==> src/rtl/zrm_pkg.sv <==
package zrm_pkg;

  localparam int unsigned ZRM_DW     = 24;
  localparam int unsigned ZRM_NCH    = 2;
  localparam int unsigned ZRM_THRESH = 2048;

  // Saturating advance of a zero-run length toward its limit.
  function automatic int unsigned zrm_next_run(input int unsigned run,
                                               input int unsigned limit);
    return (run >= limit) ? limit : run + 1;
  endfunction

endpackage

==> src/rtl/zrm_zero_det.sv <==
module zrm_zero_det #(
  parameter int unsigned DW = 24
) (
  input  logic [DW-1:0] dat_i,
  output logic          is_zero_o
);
  assign is_zero_o = (dat_i == '0);
endmodule

==> src/rtl/zrm_chan_track.sv <==
module zrm_chan_track
  import zrm_pkg::*;
#(
  parameter int unsigned THRESH = 2048,
  parameter int unsigned CW     = 12
) (
  input  logic          clk,
  input  logic          rst,
  input  logic          en_i,
  input  logic          hit_i,
  input  logic          is_zero_i,
  output logic [CW-1:0] run_q_o,
  output logic          mute_q_o,
  output logic          mute_d_o
);
  logic [CW-1:0] run_d;
  logic [CW-1:0] run_step;

  assign run_step = CW'(zrm_next_run(32'(run_q_o), THRESH));

  always_comb begin
    run_d    = run_q_o;
    mute_d_o = mute_q_o;
    if (!en_i) begin
      run_d    = '0;
      mute_d_o = 1'b0;
    end else if (hit_i) begin
      if (is_zero_i) begin
        run_d    = run_step;
        mute_d_o = (run_step == CW'(THRESH));
      end else begin
        run_d    = '0;
        mute_d_o = 1'b0;
      end
    end
  end

  always_ff @(posedge clk) begin
    if (rst) begin
      run_q_o  <= '0;
      mute_q_o <= 1'b0;
    end else begin
      run_q_o  <= run_d;
      mute_q_o <= mute_d_o;
    end
  end
endmodule

==> src/rtl/zrm_out_stage.sv <==
module zrm_out_stage #(
  parameter int unsigned DW  = 24,
  parameter int unsigned CHW = 1
) (
  input  logic           clk,
  input  logic           rst,
  input  logic           vld_i,
  input  logic [CHW-1:0] ch_i,
  input  logic [DW-1:0]  dat_i,
  input  logic           force_zero_i,
  output logic           vld_o,
  output logic [CHW-1:0] ch_o,
  output logic [DW-1:0]  dat_o
);
  always_ff @(posedge clk) begin
    if (rst) begin
      vld_o <= 1'b0;
      ch_o  <= '0;
      dat_o <= '0;
    end else begin
      vld_o <= vld_i;
      ch_o  <= ch_i;
      dat_o <= force_zero_i ? '0 : dat_i;
    end
  end
endmodule

==> src/rtl/zero_run_mute.sv <==
module zero_run_mute
  import zrm_pkg::*;
#(
  parameter int unsigned DW     = ZRM_DW,
  parameter int unsigned NCH    = ZRM_NCH,
  parameter int unsigned THRESH = ZRM_THRESH,
  localparam int unsigned CHW   = (NCH > 1) ? $clog2(NCH) : 1,
  localparam int unsigned CW    = $clog2(THRESH + 1)
) (
  input  logic           clk,
  input  logic           rst,
  input  logic           en_i,
  input  logic           smp_vld_i,
  input  logic [CHW-1:0] smp_ch_i,
  input  logic [DW-1:0]  smp_dat_i,
  output logic           out_vld_o,
  output logic [CHW-1:0] out_ch_o,
  output logic [DW-1:0]  out_dat_o,
  output logic [NCH-1:0] mute_o
);
  // Named internal events, visible to the bound checker.
  logic                    smp_is_zero;
  logic [NCH-1:0]          chan_hit;
  logic [NCH-1:0]          mute_next;
  logic [NCH-1:0][CW-1:0]  run_cnt;
  logic                    force_zero;

  zrm_zero_det #(.DW(DW)) u_zdet (
    .dat_i     (smp_dat_i),
    .is_zero_o (smp_is_zero)
  );

  for (genvar gi = 0; gi < NCH; gi++) begin : g_chan
    assign chan_hit[gi] = smp_vld_i && (smp_ch_i == CHW'(gi));

    zrm_chan_track #(.THRESH(THRESH), .CW(CW)) u_trk (
      .clk       (clk),
      .rst       (rst),
      .en_i      (en_i),
      .hit_i     (chan_hit[gi]),
      .is_zero_i (smp_is_zero),
      .run_q_o   (run_cnt[gi]),
      .mute_q_o  (mute_o[gi]),
      .mute_d_o  (mute_next[gi])
    );
  end

  assign force_zero = |(mute_next & chan_hit);

  zrm_out_stage #(.DW(DW), .CHW(CHW)) u_out (
    .clk          (clk),
    .rst          (rst),
    .vld_i        (smp_vld_i),
    .ch_i         (smp_ch_i),
    .dat_i        (smp_dat_i),
    .force_zero_i (force_zero),
    .vld_o        (out_vld_o),
    .ch_o         (out_ch_o),
    .dat_o        (out_dat_o)
  );
endmodule

==> config.mk <==
export PLATFORM = sky130hd
export DESIGN_NAME = zero_run_mute
export DESIGN_NICKNAME = d
export VERILOG_FILES = /design/src/rtl/zrm_pkg.sv /design/src/rtl/zrm_zero_det.sv /design/src/rtl/zrm_chan_track.sv /design/src/rtl/zrm_out_stage.sv /design/src/rtl/zero_run_mute.sv
export SDC_FILE = /design/constraint.sdc
export NUM_CORES = 1
export LEC_CHECK = 0
export BUFFER_PORTS_ARGS = -buffer_cell sky130_fd_sc_hd__buf_2
export CORE_AREA = 2 2 82 84
export CTS_BUF_LIST = sky130_fd_sc_hd__clkbuf_8 sky130_fd_sc_hd__clkbuf_16
export DETAILED_ROUTE_END_ITERATION = 6
export DIE_AREA = 0 0 84 86
export PLACE_DENSITY_LB_ADDON = 0.2
export SLEW_MARGIN = 20
export SYNTH_ARGS = -nofsm -noshare
export SYNTH_HDL_FRONTEND = slang
export SYNTH_SLANG_ARGS = --single-unit
==> constraint.sdc <==
create_clock -name clk -period 3 [get_ports clk]
set_input_delay 0.3 -clock clk [delete_from_list [all_inputs] [get_ports clk]]
set_output_delay 0.3 -clock clk [all_outputs]
set_load 0.02 [all_outputs]
==> flow_summary.json, run 1 <==
{
  "status": "finished, final reports clean",
  "worst_pin_slew_ns": 0.704,
  "min_path_type": "in2reg",
  "clk_path_buf_depth": 2,
  "maxCapViolCount": 0,
  "placed_area_mm2": 0.00273,
  "io_pins": 57,
  "slowest_stage": "dfxtp_1",
  "grtUsageTotal": 0.159,
  "cts_buffers": 5,
  "cp.buffers_inverters": 0,
  "finalSetupTns_ns": 0,
  "grt_pass1_vias": 1955,
  "end_kind": "register",
  "via_per_inst": 5.50,
  "coreArea_mm2": 0.00628,
  "fin_nets": 358,
  "cts_tree": "built",
  "p_leak_nw": 1.01,
  "die-width_um": 84,
  "yosysSeqAreaShare": 0.427,
  "rows": 29,
  "synth.cell_area_mm2": 0.00244,
  "wire_per_inst_um": 14.4,
  "via_count": 2210,
  "area_growth_pct": 17.2,
  "slew_violations": 0,
  "drc": 0,
  "dp_hpwl_um": 4030,
  "ant_nets": 0,
  "cp-start-kind": "register",
  "die_area_mm2": 0.00722,
  "syn-mean-instance-area_um2": 8.70,
  "firstDrtPassIters": 4,
  "cp_max_fo": 7,
  "path_clk_slew_ns": 0.09,
  "clkLatencyLatePin_ns": 0.30,
  "synth_most_common_cell": "dfxtp_1",
  "drive_gt1_frac": 0.215,
  "io_buffers": 56,
  "gr-total-overflow": 0,
  "dr.first_iter.drc_count": 140,
  "setup_violations": 0,
  "gp_congestion": 0.778,
  "crit_start": "g_chan[1].u_trk.run_q_o[1]",
  "cts_max_level": 2,
  "period_share": 0.611,
  "synth-seq-cells": 52,
  "async_flop_share": 0,
  "synthTopCellsByCount": "dfxtp_1, nor2b_1, nand2_1",
  "yosys_warnings": 0,
  "synth_top_area_cell": "dfxtp_1",
  "fmax_mhz": 545,
  "cts_hold_buf": 0,
  "critPathKind": "reg2reg",
  "cts_sinks": 52,
  "final_hold_viol_count": 0,
  "rr_startpoint": "g_chan[1].u_trk.run_q_o[1]",
  "relSlewSlack": 0.531,
  "ir_drop_mv": 0.251,
  "path_cells": "ha_1 -> nand3_1 -> or3_1 -> a32oi_1 -> o31ai_1",
  "synth_top_area_share": 0.427,
  "synth_flop_cell": "dfxtp_1",
  "rsz0062_at_grt": "false",
  "syn_nets": 313,
  "grt_pass1_wl_um": 9440,
  "dieHeight_um": 86,
  "crit_family": "simple AND/OR/NAND/NOR gates",
  "wirelength_um": 5780,
  "min_from": "smp_dat_i[13]",
  "grt_max_degree": 29,
  "clk_root_buffer_cell": "clkbuf_8",
  "postCtsSetupBuffers": 0,
  "fin_area_mm2": 0.00286,
  "pwr_density_cell_mw_per_mm2": 481,
  "netlist_top_cells_area": "dfxtp_1, nor2b_1, a21oi_1, nand2_1, o211ai_1",
  "critical_path_required_ns": 3.19,
  "antenna_found_initial": 0,
  "synthDistinctLibCells": 44,
  "crit_arrival_ns": 2.03,
  "slowest_delay_ns": 0.45,
  "diodes": 0,
  "synthCells": 280,
  "synth_edf_count": 0,
  "fin_crit_ns": 1.83,
  "fin_skew_ns": 0.00412,
  "ctsResizeCount": 0,
  "start_util": 0.388,
  "fill_cells": 634
}
[kinds of logic after synthesis]
logic type,synth area share
XOR/XNOR,0.00719
AND/OR/NAND/NOR,0.325
flip-flops,0.427
adder cells (fa/ha/maj),0.0205
buffers and inverters,0.0549
AO/OA/AOI/OAI,0.165
[final cells by class]
type	count	area [um2]	share of cell area
Inverter	9	33.8	0.0118
Multi-Input combinational cell	199	1260	0.442
Tap cell	77	96.3	0.0337
Clock inverter	2	60.1	0.0210
Timing Repair Buffer	58	295	0.103
Sequential cell	52	1040	0.364
Clock buffer	5	68.8	0.0241
[layout by cell type, fill, tap and decap left out, types with 3 or more instances in the layout]
cell      instances
o21a_1            4
clkbuf_8          5
nor4_1           14
nor3_1            6
nand2_1          29
a21oi_1          22
nand3b_1          3
nor2_1            4
ha_1              4
and4_1            5
o31a_1            3
a31oi_1           5
inv_1             9
nor2b_1          30
nand4_1          11
and2_1            3
dfxtp_1          52
nand2b_1          3
buf_2            56
o211ai_1         14
nor3b_1           3
nand3_1          11
[layer usage]
layer,track usage,routed length (um),up-vias
met1,0.202,2750,1017
met2,0.274,2580,83
li1,-,-,1106
met3,0.0385,403,4
met4,0.0411,46,0
met5,0,0,-
[per-stage QoR]
stage | hold slack [ns] | util | instances | setup WS, ns | power, mW
after floorplan | 0.428 | - | 280 | 1.41 | 0.792
after global placement | 0.452 | 0.435 | 395 | 0.962 | 0.840
after detailed placement | 0.457 | 0.435 | 395 | 0.941 | 0.840
after CTS | 0.215 | 0.455 | 402 | 1.17 | 1.39
after global routing | 0.218 | 0.455 | 402 | 0.988 | 1.43
final | 0.224 | 0.455 | 402 | 1.17 | 1.38
[registers in the layout, summed over array words and instances (netlist names)]
name / cells
g_chan.u_trk.mute_q_o: 2
u_out.ch_o: 1
u_out.vld_o: 1
u_out.dat_o: 24
g_chan.u_trk.run_q_o: 24
[worst paths after layout]
| kind | to | slack [ns] | cells past startpoint |
|---|---|---|---|
| worst max-delay path | g_chan[1].u_trk.mute_q_o | 1.17 | 5 |
| worst min-delay path | u_out.dat_o[13] | 0.22 | 2 |
| worst max register to register | g_chan[1].u_trk.mute_q_o | 1.17 | 5 |
| worst min register to register | g_chan[1].u_trk.mute_q_o | 0.47 | 2 |
[power by group]
group	switching, mW	internal [mW]	leakage [nW]
Clock	0.225	0.328	0.0642
Sequential	0.00378	0.708	0.426
Combinational	0.0706	0.0399	0.521
Total	0.299	1.08	1.01
No activity file was read; power rests on OpenSTA's default activity.
==> run 2: changes to the inputs <==
==> constraint.sdc (replaced) <==
create_clock -name clk -period 1.6 [get_ports clk]
set_input_delay 0.16 -clock clk [delete_from_list [all_inputs] [get_ports clk]]
set_output_delay 0.16 -clock clk [all_outputs]
set_load 0.02 [all_outputs]
==> run 2 against run 1 <==
Net effect:
- register-to-register slack got worse by 1.1 ns
- sequential power increased by 87%
- worst setup slack lost 1.1 ns
- hold slack worse by 0.15 ns
- core utilization rose by 4.9 points
- sequential cell count unchanged
- cell count is 8.2% higher
- total power increased by 83%
- fmax increased by 20%
- via count grew 6.4%
- highest routed layer unchanged
==> flow_summary.json, run 2 (synthesized netlist as in run 1, its figures left out) <==
{
  "fin_nets": 390,
  "via_count": 2352,
  "final_cell_mix": "buf_2, dfxtp_1, buf_4, nor2b_1, nand2_1",
  "multi_input_area_mm2": 0.00129,
  "die-width_um": 84,
  "start_util": 0.388,
  "fin_crit_ns": 1.53,
  "drc": 0,
  "cp_max_fo": 5,
  "period_share": 0.957,
  "grt_util_met2": 0.276,
  "pwr_density_cell_mw_per_mm2": 794,
  "crit_arrival_ns": 1.72,
  "r2r_slack_ns": 0.07,
  "wirelength_um": 6080,
  "grt_max_degree": 23,
  "final_util": 0.504,
  "dp_slack_ns": -0.0124,
  "placed_area_mm2": 0.00299,
  "cts_buffers": 5,
  "gp_congestion": 0.830,
  "clk_root_buffer_cell": "clkbuf_8",
  "p_leak_nw": 1.18,
  "cp-start-kind": "register",
  "drive_gt1_frac": 0.307,
  "seq_area_mm2": 0.00105,
  "slowest_delay_ns": 0.37,
  "coreArea_mm2": 0.00628,
  "finalPower_mw": 2.51,
  "end_kind": "register",
  "ir_drop_mv": 0.490,
  "final_common_cell": "buf_2",
  "grtUsageTotal": 0.171,
  "cts_max_level": 2,
  "io_buffers": 56,
  "wire_per_inst_um": 14.0,
  "clkLatencyLatePin_ns": 0.31,
  "dr.first_iter.drc_count": 134,
  "grt_pass1_wl_um": 10000,
  "path_clk_slew_ns": 0.09,
  "fin_skew_ns": 0.00736,
  "cts_sinks": 52,
  "firstDrtPassIters": 4,
  "cp.depth": 6,
  "min_path_type": "in2reg",
  "slew_violations": 0,
  "setup_violations": 0,
  "die_area_mm2": 0.00722,
  "relSlewSlack": 0.668,
  "rows": 29,
  "dieHeight_um": 86,
  "fill_cells": 613,
  "rsz0062_at_grt": "false",
  "io_pins": 57,
  "use_met1": 0.228,
  "reg.largest.list": "g_chan.u_trk.run_q_o: 24 flops, u_out.dat_o: 24 flops, g_chan.u_trk.mute_q_o: 2 flops",
  "reg2reg_depth": 6,
  "gr-total-overflow": 0,
  "slowest_stage": "dfxtp_4",
  "via_per_inst": 5.41,
  "cp.buffers_inverters": 1,
  "fin_ws_ns": 0.0695,
  "fin_area_mm2": 0.00317,
  "crit_family": "compound AO/OA/AOI/OAI gates",
  "path_cells": "ha_1 -> buf_4 -> xnor2_2 -> a311o_1 -> o211ai_1 -> o31ai_1",
  "status": "finished, final reports clean",
  "dp_hpwl_um": 4300,
  "top_usage_layer": "met2",
  "ant_nets": 0,
  "clk_path_buf_depth": 2,
  "area_growth_pct": 29.9,
  "cts_hold_buf": 0,
  "cts_tree": "built",
  "grtUsageMet3": 0.0337,
  "final_hold_viol_count": 0,
  "min_path_cells": 2,
  "worst_pin_slew_ns": 0.497,
  "diodes": 0,
  "antenna_found_initial": 0,
  "maxCapViolCount": 0,
  "critical_path_required_ns": 1.79,
  "fmax_mhz": 653,
  "grt_pass1_vias": 2134,
  "critPathKind": "reg2reg"
}
==> run 2: cell types whose count changed in the layout (fill, tap and decap cells not counted), moves of 2 or more <==
cell,change
buf_12,+3
buf_4,+29
dfxtp_1,-2
dfxtp_4,+2
nor4_1,-2
nor4_2,+2
==> run 2: layout make-up <==
cell class,count,share of cell area
Timing Repair Buffer,90,0.181
Sequential cell,52,0.331
Multi-Input combinational cell,199,0.408
Tap cell,77,0.0304
Clock buffer,6,0.0261
Inverter,9,0.0107
Clock inverter,2,0.0123
==> run 2: power breakdown <==
part | total [mW] | internal (mW) | switching (mW)
registers | 1.33 | 1.32 | 0.00650
clock network | 0.958 | 0.512 | 0.446
logic | 0.225 | 0.0881 | 0.137
total | 2.51 | 1.92 | 0.590
==> run 2: what timing repair did <==
item                                    4_1_cts  5_1_grt
buffers inserted                              0        2
endpoints found under the hold margin         0        0
pin swaps                                     0        2
resized for setup                             1        9
endpoints found under the setup margin        2        3
==> run 2: per-layer routing <==
metal / routed length, um / up-vias
met3: 412 / 2
li1: - / 1171
met4: 42 / 0
met1: 2950 / 1094
met5: 0 / -
met2: 2680 / 85
==> run 2: through the flow <==
stage	instances	hold slack (ns)	setup TNS, ns
after floorplan	280	0.288	0
after global placement	425	0.391	0
after detailed placement	425	0.389	-0.0162
after CTS	433	0.0658	0
after global routing	435	0.0678	0
final	435	0.0758	0
==> run 2: path summary, 6_finish.rpt <==
path	endpoint	startpoint
worst max-delay path	g_chan[1].u_trk.mute_q_o	g_chan[1].u_trk.run_q_o[0]
worst min-delay path	u_out.dat_o[16]	smp_dat_i[16]
worst max register to register	g_chan[1].u_trk.mute_q_o	g_chan[1].u_trk.run_q_o[0]
worst min register to register	g_chan[0].u_trk.mute_q_o	g_chan[0].u_trk.mute_q_o
==> run 3: changes to the inputs <==
==> constraint.sdc (replaced) <==
create_clock -name clk -period 1.6 [get_ports clk]
set_input_delay 0.08 -clock clk [delete_from_list [all_inputs] [get_ports clk]]
set_output_delay 0.08 -clock clk [all_outputs]
set_load 0.02 [all_outputs]
==> run 3 against run 2 <==
Net effect:
- register-to-register slack better by 0.06 ns
- critical path depth is 2 higher
- sequential cell count stayed put
- critical endpoint is now g_chan[0].u_trk.run_q_o[8]
- largest cell class unchanged
- largest power group unchanged
==> flow_summary.json, run 3 (synthesized netlist as in run 1, its figures left out) <==
{
  "fin_nets": 404,
  "fmax_mhz": 668,
  "via_per_inst": 5.37,
  "reg.largest.list": "g_chan.u_trk.run_q_o: 24 flops, u_out.dat_o: 24 flops, g_chan.u_trk.mute_q_o: 2 flops",
  "setup_violations": 0,
  "top_usage_layer": "met2",
  "cp_max_fo": 7,
  "firstDrtPassIters": 4,
  "final_common_cell": "buf_2",
  "grt_pass1_wl_um": 10400,
  "finalSetupTns_ns": 0,
  "ir_drop_mv": 0.563,
  "cts_tree": "built",
  "path_clk_slew_ns": 0.11,
  "slowest_delay_ns": 0.53,
  "cts_max_level": 2,
  "fin_cells": 449,
  "final_hold_viol_count": 0,
  "critical_path_required_ns": 1.86,
  "placed_area_mm2": 0.00295,
  "p_leak_nw": 1.26,
  "slew_violations": 0,
  "grt_pass1_vias": 2249,
  "dr.first_iter.drc_count": 110,
  "wire_per_inst_um": 14.6,
  "clk_root_buffer_cell": "clkbuf_8",
  "antenna_found_initial": 0,
  "grtUsageMet3": 0.0452,
  "status": "finished, final reports clean",
  "path_cells": "dlygate4sd3_1 -> buf_2 -> nor4_2 -> and4_4 -> buf_12 -> buf_6 -> o2111ai_1 -> a21oi_1",
  "relSlewSlack": 0.772,
  "via_count": 2411,
  "fin_skew_ns": 0.0109,
  "gr-total-overflow": 0,
  "io_pins": 57,
  "placed_cells_incl_taps": 420,
  "gp_congestion": 0.820,
  "fin_crit_ns": 1.50,
  "grt_util_met2": 0.303,
  "io_buffers": 56,
  "min_path_type": "in2reg",
  "use_met1": 0.221,
  "crit_arrival_ns": 1.76,
  "end_kind": "register",
  "dieHeight_um": 86,
  "period_share": 0.935,
  "slowest_stage": "dlygate4sd3_1",
  "maxCapViolCount": 0,
  "cts_sinks": 52,
  "grt_max_degree": 23,
  "critPathKind": "in2reg",
  "finalPower_mw": 2.54,
  "clk_path_buf_depth": 2,
  "coreArea_mm2": 0.00628,
  "clkLatencyLatePin_ns": 0.32,
  "fin_area_mm2": 0.00342,
  "cts_buffers": 5,
  "drc": 0,
  "start_util": 0.388,
  "fin_ws_ns": 0.104,
  "final_util": 0.544,
  "final_cell_mix": "buf_2, dfxtp_1, nor2b_1, nand2_1, buf_4",
  "dp_slack_ns": -0.00612,
  "die-width_um": 84,
  "drive_gt1_frac": 0.296,
  "ant_nets": 0,
  "diodes": 0,
  "wirelength_um": 6550,
  "cp-start-kind": "primary input",
  "area_growth_pct": 40.1,
  "pwr_density_cell_mw_per_mm2": 745,
  "grtUsageTotal": 0.178,
  "holdWs_ns": 0.00438,
  "die_area_mm2": 0.00722,
  "worst_pin_slew_ns": 0.337,
  "rows": 29,
  "dp_hpwl_um": 4240
}
run 3: area by class of cell:
class	count	area, um2
clock buffers	5	68.8
clock inverters	3	46.3
fillers	549	2860
inverters	9	33.8
multi-input cells	199	1320
flip-flops and latches	52	1050
well taps	77	96.3
repair buffers	104	801
run 3: critical path: cells and delay by family:
family / cells / cell delay [ns]
buf+inv: 4 / 0.92
simple gates: 2 / 0.50
compound gates: 2 / 0.26
run 3: routing by layer:
layer,share of wire,wire length [um],vias to the layer above
met5,0,0,-
met4,0.012,80,0
met3,0.063,410,5
met2,0.46,3030,73
met1,0.46,3030,1127
li1,-,-,1206
run 3: path summary, 6_finish.rpt:
path	slack, ns	cells after the start	startpoint	end
max	0.10	8	smp_dat_i[23]	g_chan[0].u_trk.run_q_o[8]
min	0.004	2	smp_dat_i[9]	u_out.dat_o[9]
max reg2reg	0.13	5	g_chan[1].u_trk.run_q_o[0]	g_chan[1].u_trk.mute_q_o
min reg2reg	0.49	2	g_chan[1].u_trk.run_q_o[10]	g_chan[1].u_trk.run_q_o[10]
run 3: where the power goes:
part	switching [mW]	internal [mW]	leakage, nW
clock	0.475	0.472	0.0548
sequential	0.00756	1.33	0.427
combinational	0.148	0.115	0.775
run 3: what timing repair did:
item,in CTS,in global routing
gates resized for setup,1,21
hold buffers,19,0
pin swaps,0,8
setup buffers,0,4
gates cloned,0,2
hold endpoints to repair,19,0
endpoints found under the setup margin,1,24
